<file path="config.mk">
export PLATFORM = sky130hd
export DESIGN_NAME = pkmul_pipe
export DESIGN_NICKNAME = d
export VERILOG_FILES = /design/src/rtl/pkmul_pipe.sv
export SDC_FILE = /design/constraint.sdc
export NUM_CORES = 1
export LEC_CHECK = 0
export BUFFER_PORTS_ARGS = -buffer_cell sky130_fd_sc_hd__buf_2
export CORE_ASPECT_RATIO = 1.25
export CORE_MARGIN = 2
export CORE_UTILIZATION = 50
export DETAILED_ROUTE_END_ITERATION = 6
export GPL_TIMING_DRIVEN = 0
export PLACE_DENSITY_LB_ADDON = 0.2
export SYNTH_ARGS = -nofsm -noshare
export SYNTH_HDL_FRONTEND = slang
export SYNTH_SLANG_ARGS = --single-unit
</file>
<file path="constraint.sdc">
create_clock -name clk -period 5.37 [get_ports clk]
set_input_delay 0.537 -clock clk [delete_from_list [all_inputs] [get_ports clk]]
set_output_delay 0.537 -clock clk [all_outputs]
set_load 0.05 [all_outputs]
</file>
<file path="src/rtl/pkmul_pipe.sv">
module pkmul_pipe #(
  parameter int AW = 8,
  parameter int BW = 8,
  localparam int PW = AW + BW
) (
  input  logic            clk,
  input  logic            rst,
  input  logic            in_valid,
  output logic            in_ready,
  input  logic [AW-1:0]   in_a0,
  input  logic [AW-1:0]   in_a1,
  input  logic [BW-1:0]   in_b,
  output logic            out_valid,
  input  logic            out_ready,
  output logic [2*PW-1:0] out_prod
);

  logic          v0, v1, v2;
  logic [AW-1:0] a0_q, a1_q;
  logic [BW-1:0] b_q;
  logic [PW-1:0] p0_q, p1_q;
  logic [2*PW-1:0] res_q;
  logic          st0, st1, st2;

  assign st2 = v2 & ~out_ready;
  assign st1 = v1 & st2;
  assign st0 = v0 & st1;
  assign in_ready  = ~st0;
  assign out_valid = v2;
  assign out_prod  = res_q;

  always_ff @(posedge clk) begin
    if (rst) begin
      v0 <= 1'b0; a0_q <= '0; a1_q <= '0; b_q <= '0;
    end else if (!st0) begin
      v0 <= in_valid;
      if (in_valid) begin
        a0_q <= in_a0; a1_q <= in_a1; b_q <= in_b;
      end
    end
  end

  always_ff @(posedge clk) begin
    if (rst) begin
      v1 <= 1'b0; p0_q <= '0; p1_q <= '0;
    end else if (!st1) begin
      v1 <= v0;
      if (v0) begin
        p0_q <= PW'(a0_q) * PW'(b_q);
        p1_q <= PW'(a1_q) * PW'(b_q);
      end
    end
  end

  always_ff @(posedge clk) begin
    if (rst) begin
      v2 <= 1'b0; res_q <= '0;
    end else if (!st2) begin
      v2 <= v1;
      if (v1) res_q <= {p1_q, p0_q};
    end
  end

  // reset leaves an empty, ready pipeline
  a_r2_reset_state: assert property (@(posedge clk)
    $past(rst) |-> (!out_valid && in_ready));

  // blocked result stays put
  a_r4_hold_output: assert property (@(posedge clk) disable iff (rst)
    (out_valid && !out_ready) |=> (out_valid && $stable(out_prod)));

  // downstream ready never blocks upstream
  a_r5_ready_passes: assert property (@(posedge clk) disable iff (rst)
    out_ready |-> in_ready);

  // a refused input means every stage is full
  a_r5_full_when_refused: assert property (@(posedge clk) disable iff (rst)
    !in_ready |-> (v0 && v1 && v2 && !out_ready));

  // a bubble in the middle is filled while the output is blocked
  a_r6_bubble_fills: assert property (@(posedge clk) disable iff (rst)
    (v2 && !out_ready && !v1 && v0) |=> (v1 && !v0 == !$past(in_valid)));

  // the head of a blocked pipeline does not move
  a_r6_head_frozen: assert property (@(posedge clk) disable iff (rst)
    (v2 && !out_ready) |=> v2);

endmodule

</file>
==> run metrics <==
largest net degree at the start of global routing 18; vias in the first global route 5469; GR Overflow Total 0; Critical Path AT 5.11 ns; syn_nets 1025; Final min period 4.860 ns; Die Height 138.5 um; IO Pins 62; CP most frequent cell fa_1; floorplan row count 49; Worst Hold Class input pin to register; start point of the critical path b_q[2]; Switching Fraction 28.94%; gp weighted congestion 0.8167; Initial Util 50.64%; crit path kind register to register; worst skew pair latency 0.35 ns; PortBufs 61; worst r2r path cells 16; GRT Overall Usage 21.05%; sw power 0.4446 mW; most common cell after layout, fill and taps aside nand2_1; hold_sp in_a0[3]; drt first pass iters 4; setup slack at placement 0.5938 ns; Max Clock Skew 0.007919 ns; power density cells 191.0 mW/mm^2; CTS tree built; clk root buf clkbuf_16; final setup violating endpoints 0; maximum VDD drop 161.7 uV; cts hold-fix bufs 0; reg2reg end p1_q[14]; final net count 1097; number of vias per cell 5.061; n_diodes 0; Post-Syn Area 0.007234 mm^2; sequential fraction of design power 46.8%; 1st-iter DRT viols 201; # DRC 0; CP delay by family, top adder cells; post-cts sizing count 0; Critical Path RT 5.62 ns; register area share after synthesis 25.18%; Fmax 205.8 MHz; Setup Buffers After CTS 0; Die ar. 0.01545 mm^2; # H-tree levels 3; core region area 0.01429 mm^2; total wire length 15650 um; crit path launch type register; crit end category register; final setup margin 0.5103 ns; Buf/Inv on CP 4; Post-Syn Instances 853; fraction of layout cells with a size suffix above 1 10.75%; Final TNS setup 0 ns; clk sinks 91; critical-path cell list clkbuf_1 > nand2_1 > fa_1 > fa_1 > inv_1 > fa_1 > inv_1 > fa_1 > inv_1 > ha_1 > a21oi_1 > o21ai_1 > a31o_2 > a31oi_1 > xor2_1 > o21ai_1; crit path max-delay cell type fa_1; vias post-DR 5608; R2R setup slack 0.51 ns; endpoint of the worst hold path a0_q[3]; Syn Area/Cell 8.481 um^2; relative slew slack 51.63%; part of the power in the clock network 39.9%; crit-path max FO 10; Cell Int Power 1.092 mW; Leakage 3.964 nW; die width 111.6 um; worst reg2reg path startpoint b_q[2]; run status completed; unique cell type count in the Yosys netlist 42; first-pass GRT wire length 26520 um; detailed placement HPWL 12470 um; Final period util 90.50%; hold path cells 3; Worst-Margin Slew 0.7222 ns; #FFs+latches synth 91; Layout Area Growth over Synthesis 11.19%; most frequent cells in the layout nand2_1 (191), and2_1 (102), inv_1 (98); max-slew violations 0; Clock Path Buffers 2; Hold Violations, Final 0; CP peak stage delay 0.55 ns; Routed WL per cell 14.12 um; RSZ-0062 raised after global routing no; Yosys warning count 0; post-route ant nets 0; Fillers 1391; Max-cap violations 0; Num CTS Buffers 9; Worst-path clk slew 0.07 ns; initial antenna violation count 0; combinational group share of total power 13.2%
==> registers in the layout (all words and copies together) (netlist names) <==
name,count
a1_q,8
b_q,8
v0,1
v1,1
out_valid,1
a0_q,8
p1_q,16
p0_q,16
out_prod,32
==> per-stage QoR <==
stage	instance area (um^2)	hold WS (ns)	cells	power (mW)	utilization [%]
after floorplan	7234	0.4256	853	0.8704	-
after global placement	7762	0.4373	1092	0.9349	54.34
after detailed placement	7762	0.4424	1092	0.9381	54.34
after CTS	8044	0.4133	1108	1.550	56.31
after global routing	8044	0.4200	1108	1.609	56.31
final	8044	0.4181	1108	1.536	56.31
==> power groups by stage <==
stage	sequential, mW	clock (mW)	combinational (mW)
3_3_place_gp	0.735	0	0.200
6_report	0.720	0.613	0.203
3_5_place_dp	0.735	0	0.203
2_1_floorplan	0.727	0	0.144
5_1_grt	0.723	0.653	0.233
4_1_cts	0.719	0.625	0.206
==> cells in the mapped netlist, drive strengths merged <==
library cell	n	area, um^2
a211oi	6	60.06
a21boi	2	15.02
a21o	6	45.04
a21oi	92	464.2
a31o	4	43.80
a31oi	5	31.28
and2	102	638.1
and2b	2	15.01
and3	2	12.51
buf	11	60.05
clkbuf	24	90.09
dfxtp	91	1822
fa	72	1441
ha	72	900.9
inv	98	367.9
nand2	191	716.9
nand2b	4	25.02
nand3	5	25.02
nor2	10	40.04
nor2b	4	35.03
nor3	4	20.02
o211a	2	20.02
o211ai	4	30.03
o21ai	13	68.82
o22ai	2	12.51
o31a	2	17.52
o31ai	3	41.29
xnor2	10	87.58
xor2	10	87.58
==> how the worst max path moves through the flow <==
stage                          end  slack (ns)  depth (start not counted)
after floorplan           p1_q[12]        1.18                         16
after global placement    p1_q[14]        0.58                         16
after detailed placement  p1_q[14]        0.59                         16
after CTS                 p1_q[14]        0.56                         16
after global routing      p1_q[14]        0.25                         16
final                     p1_q[14]        0.51                         16
==> cell families after synthesis <==
logic type / count (synthesis) / share of synthesized area [%]
flip-flops: 91 / 25.18
AO/OA/AOI/OAI: 141 / 11.74
AND/OR/NAND/NOR: 324 / 21.12
adder cells (fa/ha/maj): 144 / 32.38
buffers and inverters: 133 / 7.160
XOR/XNOR: 20 / 2.421
==> metal layers <==
layer | track usage [%] | share of wire [%]
met5 | 0 | 0
met4 | 7.732 | 2.3
met3 | 2.893 | 3.7
met2 | 34.95 | 47
met1 | 28.16 | 47
==> worst register-to-register path: stages, from the launching register on <==
cell and delay [ns]:
dfxtp_1 0.50, clkbuf_1 0.48, nand2_1 0.16, fa_1 0.54, fa_1 0.55, inv_1 0.06
fa_1 0.47, inv_1 0.05, fa_1 0.53, inv_1 0.04, ha_1 0.34, a21oi_1 0.16
o21ai_1 0.11, a31o_2 0.29, a31oi_1 0.21, xor2_1 0.21, o21ai_1 0.07
==> final cells by class <==
cell class              instances  area, um^2  share of cell area, %
well taps                     178       222.7                  2.769
inverters                      98       367.9                  4.573
flip-flops and latches         91        1822                  22.65
clock buffers                  10       229.0                  2.846
clock inverters                 6       52.55                 0.6533
multi-input cells             629        4895                  60.85
plain buffers                  35       150.1                  1.867
repair buffers                 61       305.3                  3.795
Note: power is estimated with default switching activity, not from simulation.
